## src/rtl/pll_param_pkg.sv

```systemverilog
package pll_param_pkg;

  localparam int GROUP_N = 3;

  typedef enum logic [1:0] {
    SEQ_IDLE = 2'd0,
    SEQ_GOT0 = 2'd1,
    SEQ_GOT1 = 2'd2
  } seq_state_t;

  typedef struct packed {
    logic               idxLoad;
    logic [GROUP_N-1:0] stageLoad;
    logic               commit;
  } strobe_t;

endpackage

```

## src/rtl/pll_param_ctrl.sv

```systemverilog
module pll_param_ctrl
  import pll_param_pkg::*;
#(
  parameter int                ADDR_W     = 16,
  parameter int                DATA_W     = 8,
  parameter logic [ADDR_W-1:0] INDEX_PORT = 16'h03D6,
  parameter logic [ADDR_W-1:0] DATA_PORT  = 16'h03D7,
  parameter logic [DATA_W-1:0] BASE_IDX   = 8'hCC
) (
  input  logic              clk,
  input  logic              rstN,
  input  logic [ADDR_W-1:0] ioAddr,
  input  logic              ioWrEn,
  input  logic [DATA_W-1:0] curIndex,
  output strobe_t           strobes
);

  localparam int OFF_W = $clog2(GROUP_N);

  seq_state_t seqState, seqNext;
  logic [DATA_W-1:0] idxDiff;
  logic              inGroup;
  logic [OFF_W-1:0]  grpOff;
  logic              dataWr;

  assign idxDiff = curIndex - BASE_IDX;
  assign inGroup = idxDiff < DATA_W'(GROUP_N);
  assign grpOff  = idxDiff[OFF_W-1:0];
  assign dataWr  = ioWrEn && (ioAddr == DATA_PORT);

  always_comb begin
    strobes         = '0;
    seqNext         = seqState;
    strobes.idxLoad = ioWrEn && (ioAddr == INDEX_PORT);
    if (dataWr && inGroup) begin
      strobes.stageLoad[grpOff] = 1'b1;
      case (grpOff)
        OFF_W'(0): seqNext = SEQ_GOT0;
        OFF_W'(1): seqNext = (seqState == SEQ_GOT0) ? SEQ_GOT1 : SEQ_IDLE;
        default: begin
          strobes.commit = (seqState == SEQ_GOT1);
          seqNext        = SEQ_IDLE;
        end
      endcase
    end
  end

  always_ff @(posedge clk) begin
    if (!rstN) seqState <= SEQ_IDLE;
    else       seqState <= seqNext;
  end

endmodule

```

## src/rtl/pll_param_dpath.sv

```systemverilog
module pll_param_dpath
  import pll_param_pkg::*;
#(
  parameter int                        ADDR_W     = 16,
  parameter int                        DATA_W     = 8,
  parameter logic [ADDR_W-1:0]         INDEX_PORT = 16'h03D6,
  parameter logic [ADDR_W-1:0]         DATA_PORT  = 16'h03D7,
  parameter logic [DATA_W-1:0]         BASE_IDX   = 8'hCC,
  parameter logic [GROUP_N*DATA_W-1:0] DEF_VALS   = 24'h01_4A_1C
) (
  input  logic                        clk,
  input  logic                        rstN,
  input  strobe_t                     strobes,
  input  logic [ADDR_W-1:0]           ioAddr,
  input  logic [DATA_W-1:0]           ioWrData,
  output logic [DATA_W-1:0]           curIndex,
  output logic [DATA_W-1:0]           ioRdData,
  output logic [GROUP_N*DATA_W-1:0]   shadowFlat,
  output logic                        commitPulse
);

  logic [DATA_W-1:0] stageReg [GROUP_N];
  logic [DATA_W-1:0] idxDiff;

  always_ff @(posedge clk) begin
    if (!rstN) begin
      curIndex    <= '0;
      commitPulse <= 1'b0;
    end else begin
      if (strobes.idxLoad) curIndex <= ioWrData;
      commitPulse <= strobes.commit;
    end
  end

  for (genvar k = 0; k < GROUP_N; k++) begin : g_slot
    always_ff @(posedge clk) begin
      if (!rstN) begin
        stageReg[k]                     <= DEF_VALS[k*DATA_W +: DATA_W];
        shadowFlat[k*DATA_W +: DATA_W]  <= DEF_VALS[k*DATA_W +: DATA_W];
      end else begin
        if (strobes.stageLoad[k]) stageReg[k] <= ioWrData;
        if (strobes.commit)
          shadowFlat[k*DATA_W +: DATA_W] <= strobes.stageLoad[k] ? ioWrData : stageReg[k];
      end
    end
  end

  assign idxDiff = curIndex - BASE_IDX;

  always_comb begin
    ioRdData = '0;
    if (ioAddr == INDEX_PORT)
      ioRdData = curIndex;
    else if (ioAddr == DATA_PORT) begin
      for (int k = 0; k < GROUP_N; k++)
        if (idxDiff == DATA_W'(k)) ioRdData = stageReg[k];
    end
  end

endmodule

```

## src/rtl/pll_param_regs.sv

```systemverilog
module pll_param_regs
  import pll_param_pkg::*;
#(
  parameter int                ADDR_W     = 16,
  parameter int                DATA_W     = 8,
  parameter logic [ADDR_W-1:0] INDEX_PORT = 16'h03D6,
  parameter logic [ADDR_W-1:0] DATA_PORT  = 16'h03D7,
  parameter logic [DATA_W-1:0] BASE_IDX   = 8'hCC,
  parameter logic [DATA_W-1:0] DEF_M      = 8'h1C,
  parameter logic [DATA_W-1:0] DEF_N      = 8'h4A,
  parameter logic [DATA_W-1:0] DEF_P      = 8'h01
) (
  input  logic              clk,
  input  logic              rstN,
  input  logic [ADDR_W-1:0] ioAddr,
  input  logic              ioWrEn,
  input  logic [DATA_W-1:0] ioWrData,
  output logic [DATA_W-1:0] ioRdData,
  output logic [DATA_W-1:0] mDivOut,
  output logic [DATA_W-1:0] nDivOut,
  output logic [DATA_W-1:0] pParamOut,
  output logic              commitPulse
);

  strobe_t                   strobes;
  logic [DATA_W-1:0]         curIndex;
  logic [GROUP_N*DATA_W-1:0] shadowFlat;

  pll_param_ctrl #(
    .ADDR_W(ADDR_W), .DATA_W(DATA_W), .INDEX_PORT(INDEX_PORT),
    .DATA_PORT(DATA_PORT), .BASE_IDX(BASE_IDX)
  ) u_ctrl (
    .clk(clk), .rstN(rstN), .ioAddr(ioAddr), .ioWrEn(ioWrEn),
    .curIndex(curIndex), .strobes(strobes)
  );

  pll_param_dpath #(
    .ADDR_W(ADDR_W), .DATA_W(DATA_W), .INDEX_PORT(INDEX_PORT),
    .DATA_PORT(DATA_PORT), .BASE_IDX(BASE_IDX),
    .DEF_VALS({DEF_P, DEF_N, DEF_M})
  ) u_dpath (
    .clk(clk), .rstN(rstN), .strobes(strobes), .ioAddr(ioAddr),
    .ioWrData(ioWrData), .curIndex(curIndex), .ioRdData(ioRdData),
    .shadowFlat(shadowFlat), .commitPulse(commitPulse)
  );

  assign mDivOut   = shadowFlat[0*DATA_W +: DATA_W];
  assign nDivOut   = shadowFlat[1*DATA_W +: DATA_W];
  assign pParamOut = shadowFlat[2*DATA_W +: DATA_W];

endmodule

```

## config.mk

```make
export PLATFORM = sky130hd
export DESIGN_NAME = pll_param_regs
export DESIGN_NICKNAME = d
export VERILOG_FILES = /design/src/rtl/pll_param_pkg.sv /design/src/rtl/pll_param_ctrl.sv /design/src/rtl/pll_param_dpath.sv /design/src/rtl/pll_param_regs.sv
export SDC_FILE = /design/constraint.sdc
export NUM_CORES = 1
export LEC_CHECK = 0
export BUFFER_PORTS_ARGS = -buffer_cell sky130_fd_sc_hd__buf_2
export CAP_MARGIN = 20
export CORE_ASPECT_RATIO = 1.1
export CORE_MARGIN = 3
export CORE_UTILIZATION = 50
export CTS_CLUSTER_SIZE = 8
export DETAILED_ROUTE_END_ITERATION = 8
export GPL_ROUTABILITY_DRIVEN = 0
export HOLD_SLACK_MARGIN = 0.15
export PLACE_DENSITY = 0.81
export SLEW_MARGIN = 20
export SYNTH_ARGS = -nofsm -noshare
export SYNTH_HDL_FRONTEND = slang
export SYNTH_SLANG_ARGS = --single-unit
```

## constraint.sdc

```tcl
create_clock -name clk -period 4.4 [get_ports clk]
set_clock_uncertainty 0.15 [all_clocks]
set_input_delay 0.44 -clock clk [delete_from_list [all_inputs] [get_ports clk]]
set_output_delay 0.44 -clock clk [all_outputs]
set_load 0.1 [all_outputs]
```

# Yosys cells after proc, flatten, opt, wreduce, memory -nomap -nowiden
# Memories as Yosys holds them, arrays and structs flattened.
# Index checks and enable logic that the tools add are counted.
# W data, S select, Z words.
[classes]
add_sub_neg = 1
order_cmp = 3
n_eq_ne = 7
muxes = 27
bitwise = 3
n_reduce_logical = 7
[op_table]
columns = ["op", "count"]
rows = [
  ["$mux W8", 11],
  ["$eq A16 B10 Y1 const B", 2],
  ["$mux W1", 12],
  ["$eq A8 B1 Y1 const B", 1],
  ["$eq A8 B2 Y1 const B", 1],
  ["$logic_not A8 Y1", 1],
  ["$lt A8 B2 Y1 const B", 1],
  ["$sub A8 B8 Y8 const B", 1],
  ["$eq A2 B1 Y1 const B", 2],
  ["$logic_and A1 B1 Y1", 4],
  ["$mux W4", 1],
  ["$pmux W2 S2", 1],
  ["$lt A2 B3 Y1 const B", 1],
  ["$or A1 B1 Y1", 3],
  ["$demux W1 S2", 1],
  ["$eq A2 B2 Y1 const B", 1],
  ["$ge A2 B1 Y1 const B", 1],
  ["$logic_not A2 Y1", 1],
  ["$mux W2", 1],
  ["$reduce_or A2 Y1", 1],
]
[totals]
reg_bits = 35
ramBits = 24
input_bits = 27
mem_count = 1
[memory_table]
columns = ["memory", "depth", "width", "rd", "rd_ports_with_merged_regs", "wr", "line", "text"]
rows = [
  ["u_dpath.stageReg", 3, 8, 3, 0, 3, "pll_param_dpath.sv:22", "logic [DATA_W-1:0] stageReg [GROUP_N];"],
]

# Depth between registers and ports, before layout
# Gate-level depths: netlist of run 1.
[depth]
ltp_word = 10
mapped_depth = 6
ltp_nobuf = 4

# Cells and area by module
# From an unflattened synthesis of run 1, not the netlist that was laid out.
[unflattened]
hier_cells = 274
area_unflattened_um2 = 2885.3
[modules_own_cells]
columns = ["module", "n_inst", "cells_per_inst", "area_per_inst_um2", "seq_area_each_um2"]
rows = [
  ["pll_param_dpath", 1, 249, 2668.8, 1381.3],
  ["pll_param_ctrl", 1, 25, 216.5, 40.0],
]

# Least setup slack after synthesis of run 1
# No wires, ideal clock.
[synth_path]
path_type = "input to output"
from = "input port ioAddr[12]"
to = "output port ioRdData[0]"
arrival_time_ps = 2754
required_ps = 3810
setup_slack_ps = 1056
stages = 5
path_cell_list = "nor3_1 -> and4_1 -> buf_2 -> nand2_1 -> o2bb2ai_1"
[synth_via]
elab_chain_len = 3
word_cells_on_any_way = 4
classes_between = "eq/ne (2); mux (2)"
[synth_lines]
columns = ["element", "line", "text"]
rows = [
  ["from (decl)", "pll_param_regs.sv:15", "input logic [ADDR_W-1:0] ioAddr,"],
  ["$eq A16 B10 Y1", "pll_param_dpath.sv:54", "else if (ioAddr == DATA_PORT) begin"],
  ["$mux W8", "pll_param_dpath.sv:54", ""],
  ["$mux W8 *", "pll_param_dpath.sv:52", "if (ioAddr == INDEX_PORT)"],
  ["to (decl)", "pll_param_regs.sv:18", "output logic [DATA_W-1:0] ioRdData,"],
]
# Mark *: on every way between the ends. The rest lies on a longest branch, timed or not.

# Worst setup path after layout of run 1
[layout_path]
from = "register u_dpath.curIndex[1]"
to = "register u_dpath.shadowFlat[4], read port of u_dpath.stageReg"
[layout_via]
elab_chain_len = 7
word_cells_on_any_way = 14
classes_between = "add/sub (1); order compare (3); eq/ne (1); mux (5); reduce/logical (4)"
[layout_lines]
columns = ["element", "line", "text"]
rows = [
  ["from (decl)", "pll_param_dpath.sv:16", "output logic [DATA_W-1:0] curIndex,"],
  ["from (signal assigned)", "pll_param_dpath.sv:30", "if (strobes.idxLoad) curIndex <= ioWrData;"],
  ["$sub A8 B8 Y8 *", "pll_param_ctrl.sv:26", "assign idxDiff = curIndex - BASE_IDX;"],
  ["$lt A2 B3 Y1 or $ge A2 B1 Y1 (tied branches)", "--", ""],
  ["$logic_and A1 B1 Y1", "--", ""],
  ["$mux W1", "--", ""],
  ["$demux W1 S2", "--", ""],
  ["$mux W4 *", "pll_param_ctrl.sv:35", "if (dataWr && inGroup) begin"],
  ["$mux W8", "--", ""],
  ["to (decl)", "pll_param_dpath.sv:18", "output logic [GROUP_N*DATA_W-1:0] shadowFlat,"],
]
# Marked as above.
# A chain may end at the register's enable or synchronous reset.

==> impl_metrics.yaml, run 1 <==
synth:
  ys_async_sr_fraction: 0
  ys_seq_area_frac: 0.468
  netlist_area_sq_mm: 0.00304
  synth_top_area_frac: 0.237
  synth.largest_area_cell: "edfxtp_1"
  synth.most_common_cell: "o21ai_0"
  ys_dominant_reg_cell: "dfxtp_1"
  yosysUniqueCellTypes: 39
  yosys-top-cells-area: "edfxtp_1 (24%), dfxtp_1 (23%), o21ai_0 (7.1%)"
  yosysWarningCount: 0
  netlist_top_cells_count: "o21ai_0 (43), dfxtp_1 (35), nand3_1 (27), edfxtp_1 (24), and2_1 (21)"
  syn_inst: 303
  syn_area_per_cell_sq_um: 10.0
  syn_nets: 330
  synth-seq-cells: 59
  synth-edff-count: 24
clock_tree:
  cts_made_buffers: 9
  cts_setup_buffers: 0
  clk_latency_ns: 0.34
  cts_resized: 0
  cts_root_buffer: "clkbuf_8"
  cts_num_sinks: 59
  cts_tree: "yes"
  path_clk_slew_ns: 0.06
  htreeDepth: 3
  ctsHoldBuffers: 0
  clockBufferDepth: 2
timing:
  hold_viol: 0
  setup_viol_count_final: 0
  grt_setup_unrepaired: "no"
  drv_slew: 0
  fin_tns_setup_ns: 0
  slew-limit-headroom: 0.280
  period_share: 0.708
  worstMarginPinSlew_ns: 1.07
  layout_setup_ws_ns: 1.29
  clock.fmax_mhz: 321
  period_needed_ns: 3.11
layout:
  fill_cells: 484
  area_growth_pct: 15.9
  antenna_cells: 0
  utilization: 0.603
  drive_gt1_frac: 0.287
  layout.nets: 378
worst_hold_path:
  hold_class: "in -> reg"
  hp-start: "ioWrData[3]"
setup_path:
  startpoint_type: "register"
  crit_path_end_kind: "register"
  path_cells: "and4bb_2 > nand4_1 > a2111oi_0 > o21ai_0"
  slowest_stage: "a2111oi_0"
  slowest_delay_ns: 0.89
  crit_required_ns: 4.44
  path_class: "reg -> reg"
  r2r_start: "u_dpath.curIndex[1]"
  cp_max_fo: 24
  cp-startpoint: "u_dpath.curIndex[1]"
  cp.arrival_ns: 3.15
global_routing:
  antenna_found_initial: 0
  grt_max_degree: 41
  grt_pass1_vias: 2631
  gr-total-overflow: 0
  grt_pass1_wl_um: 13200
  grt_use_total: 0.245
routing:
  vias: 2663
  drt-total-wl_um: 7890
  wl_per_cell_um: 18.3
  drc: 0
  dr.pass1.iters: 5
  avgViaCountPerCell: 6.16
  ant_nets: 0
  drt-initial-drc-count: 316
power_and_ir_drop:
  p_comb_frac: 0.052
  leakage_nw: 1.32
  seqPwrFrac: 0.522
  power_density_mw_per_mm2: 319
  ir_worst_vdd_v: 0.000198
  swShare: 0.219
  internal-power_uw: 877
  clkPwrFrac: 0.426
  switching_power_uw: 246
floorplan:
  die-area_sq_mm: 0.00705
  fp.coreArea_sq_mm: 0.00584
  die_h_um: 87.8
  die_w_um: 80.3
  initial_utilization: 0.520
  fp-row-count: 29
  ioPinCount: 60
place:
  port_buffers: 59
  dp_hpwl_um: 5410
  pre_cts_slack_ns: 1.23
run:
  drv_cap: 0
outcome:
  status: "finished clean"
final timing paths:
| path | endpoint | slack (ns) | cells past startpoint |
|---|---|---|---|
| setup / recovery | u_dpath.shadowFlat[4] | 1.29 | 4 |
| hold / removal | u_dpath.curIndex[3] | 0.27 | 3 |
| setup reg to reg | u_dpath.shadowFlat[4] | 1.29 | 4 |
| hold reg to reg | u_dpath.shadowFlat[13] | 0.32 | 2 |
flip-flops by register name, indices dropped and copies added (netlist names):
register and flops:
u_dpath.shadowFlat 24, u_dpath.stageReg 24, u_dpath.curIndex 8, u_ctrl.seqState 2, u_dpath.commitPulse 1
cell type report:
class	count	area [sq um]	area share
Timing Repair Buffer	60	303	0.0860
Clock inverter	3	40.0	0.0114
Clock buffer	12	145	0.0412
Tap cell	77	96.3	0.0274
Sequential cell	59	1420	0.404
Multi-Input combinational cell	213	1490	0.422
Inverter	8	30.0	0.00853
per-stage QoR:
stage	hold WS, ns	instance area [sq um]	power (mW)	cells
after floorplan	0.298	3040	0.625	303
after global placement	0.310	3340	0.654	417
after detailed placement	0.321	3340	0.656	417
after CTS	0.266	3520	1.12	432
after global routing	0.291	3520	1.16	432
final	0.273	3520	1.12	432
cells in the final DEF (no fill, tap or decap), types with 9 or more instances in the layout:
master	instances
clkbuf_8	10
a21boi_1	14
o21ai_0	41
buf_2	59
nand2_1	9
and2_1	21
edfxtp_1	24
nand2b_1	10
mux2_2	18
a21boi_0	11
nand3_1	27
dfxtp_1	35
power groups by stage:
stage	Combinational [mW]	Sequential (mW)	Clock [mW]
floorplan	0.0302	0.595	0
global placement	0.0566	0.598	0
detailed placement	0.0574	0.598	0
CTS	0.0579	0.586	0.481
global route	0.0642	0.587	0.506
finish	0.0585	0.587	0.478
logic make-up (layout without fill, tap and decap cells):
| family | after synthesis | in the layout | share of synthesized area |
|---|---|---|---|
| simple gates | 99 | 99 | 0.220 |
| mux | 18 | 18 | 0.0667 |
| compound gates | 96 | 96 | 0.203 |
| flops | 59 | 59 | 0.468 |
| buf+inv | 31 | 83 | 0.0428 |
routing by layer:
metal,track usage,share of wire,up-vias
met5,0,0,-
met4,0.0799,0.017,0
met3,0.0576,0.063,14
met2,0.398,0.50,115
met1,0.323,0.42,1301
li1,-,-,1233
critical path: cells and delay by family (launching register included):
kind	cells	cell delay (ns)
AO/OA/AOI/OAI	2	1.05
flip-flops	1	0.66
AND/OR/NAND/NOR	2	1.10
Note: power is estimated with default switching activity, not from simulation.
==> inputs of run 2 (changes only) <==
PLACE_DENSITY = 0.84   (was 0.81)
clock period = 2.76 ns   (was 4.4 ns; I/O delays follow)
==> run 2 against run 1 <==
Net effect: sequential share of layout area shrank 3.1 points; routed wire length grew 4.8%; clock power grew 62%; worst hold slack lost 0.084 ns; combinational power grew 88%; non-clock buffer count grew 19; count of clock-buffer cells in the layout shrank 1; die area is the same; via count grew 2.6%; global-route usage grew 0.73 points; final cell count grew 4.6%; critical path depth is the same; critical endpoint is now ioRdData[0].
==> impl_metrics.yaml, run 2 (synthesized netlist as in run 1, its figures left out) <==
floorplan:
  initial_utilization: 0.520
  die-area_sq_mm: 0.00705
  ioPinCount: 60
  die_w_um: 80.3
  fp.coreArea_sq_mm: 0.00584
  die_h_um: 87.8
  fp-row-count: 29
timing:
  whs_ns: 0.189
  drv_slew: 0
  slew-limit-headroom: 0.617
  period_share: 0.926
  hold_viol: 0
  grt_setup_unrepaired: "no"
  setup_viol_count_final: 0
  worstMarginPinSlew_ns: 0.575
  clock.fmax_mhz: 391
  period_needed_ns: 2.56
  layout_setup_ws_ns: 0.204
routing:
  vias: 2733
  dr.pass1.iters: 5
  ant_nets: 0
  wl_per_cell_um: 18.3
  drt-total-wl_um: 8270
  drt-initial-drc-count: 282
  drc: 0
  avgViaCountPerCell: 6.05
run:
  drv_cap: 0
power_and_ir_drop:
  leakage_nw: 1.43
  power_density_mw_per_mm2: 477
  switching_power_uw: 406
  clkPwrFrac: 0.425
  ir_worst_vdd_v: 0.000366
  seqPwrFrac: 0.514
  p_comb_frac: 0.061
  internal-power_mw: 1.41
  swShare: 0.223
layout:
  final_cell_mix: "buf_2 (51), o21ai_0 (43), dfxtp_1 (35)"
  antenna_cells: 0
  largestRegisters: "u_dpath.shadowFlat (24), u_dpath.stageReg (24), u_dpath.curIndex (8)"
  layout.nets: 397
  mostFrequentLayoutCell: "buf_2"
  area_growth_pct: 25.6
  fill_cells: 442
  drive_gt1_frac: 0.301
global_routing:
  grt_pass1_wl_um: 13600
  grt_pass1_vias: 2741
  grt_max_degree: 33
  antenna_found_initial: 0
  gr-total-overflow: 0
  grt_use_total: 0.252
clock_tree:
  cts_resized: 0
  path_clk_slew_ns: 0.06
  cts_root_buffer: "clkbuf_8"
  cts_num_sinks: 59
  cts_tree: "yes"
  htreeDepth: 3
  cts_made_buffers: 9
  cts_setup_buffers: 0
  clk_latency_ns: 0.34
  clockBufferDepth: 2
  ctsHoldBuffers: 9
setup_path:
  crit_required_ns: 2.33
  path_class: "reg -> out"
  r2r_slack_ns: 0.60
  startpoint_type: "register"
  cp_max_fo: 17
  crit_path_end_kind: "output pin"
  cp.arrival_ns: 2.13
place:
  pre_cts_slack_ns: 0.485
  dp_hpwl_um: 5840
  port_buffers: 59
worst_hold_path:
  hold_class: "in -> reg"
outcome:
  status: "finished clean"
-- run 2: cell types whose count changed in the layout (fill, tap and decap cells not counted) --
cell / before / now
buf_4: 1 / 11
clkinv_4: 0 / 1
buf_2: 59 / 51
clkbuf_1: 2 / 1
dlygate4sd3_1: 0 / 9
o21ai_1: 2 / 0
buf_12: 0 / 8
clkinv_1: 0 / 1
o21ai_0: 41 / 43
-- run 2: stage by stage --
stage          setup TNS, ns  instance area [sq um]   util  cells  total power [mW]
2_1_floorplan          -2.05                   3040      -    303             0.996
3_3_place_gp               0                   3530  0.605    427              1.05
3_5_place_dp               0                   3530  0.605    427              1.05
4_1_cts                    0                   3820  0.653    452              1.82
5_1_grt                    0                   3820  0.653    452              1.87
6_report                   0                   3820  0.653    452              1.82
-- run 2: area by class of cell --
cell class                      count  area, sq um  share of cell area
Multi-Input combinational cell    213         1490               0.390
Sequential cell                    59         1420               0.372
Timing Repair Buffer               79          588               0.154
Clock buffer                       11          141              0.0370
Tap cell                           77         96.3              0.0252
Clock inverter                      5         52.6              0.0138
Inverter                            8         30.0             0.00787
-- run 2: path summary, 6_finish.rpt --
| path | cells after the start | endpoint | start |
|---|---|---|---|
| max | 4 | ioRdData[0] | u_dpath.curIndex[0] |
| min | 3 | u_ctrl.seqState[0] | ioWrEn |
| max reg2reg | 5 | u_dpath.shadowFlat[3] | u_dpath.curIndex[0] |
| min reg2reg | 2 | u_dpath.shadowFlat[13] | u_dpath.shadowFlat[13] |
-- run 2: layer usage --
layer	wire, um	share of wire	vias to the layer above	track usage
met3	663	0.080	24	0.0545
met5	0	0	-	0
li1	-	-	1267	-
met2	4110	0.50	128	0.411
met1	3290	0.40	1314	0.310
met4	205	0.025	0	0.140
-- run 2: worst max-delay path, stage by stage (launching register included) --
cell	delay, ns
dfxtp_1	0.65
or2_2	0.43
o221ai_1	0.22
o2bb2ai_1	0.27
buf_12	0.21
-- run 2: power by group through the flow --
stage / clock [mW] / combinational [mW] / sequential [mW]
global route: 0.816 / 0.119 / 0.936
finish: 0.773 / 0.110 / 0.936
CTS: 0.781 / 0.108 / 0.934
floorplan: 0 / 0.0482 / 0.948
global placement: 0 / 0.0947 / 0.952
detailed placement: 0 / 0.0982 / 0.953
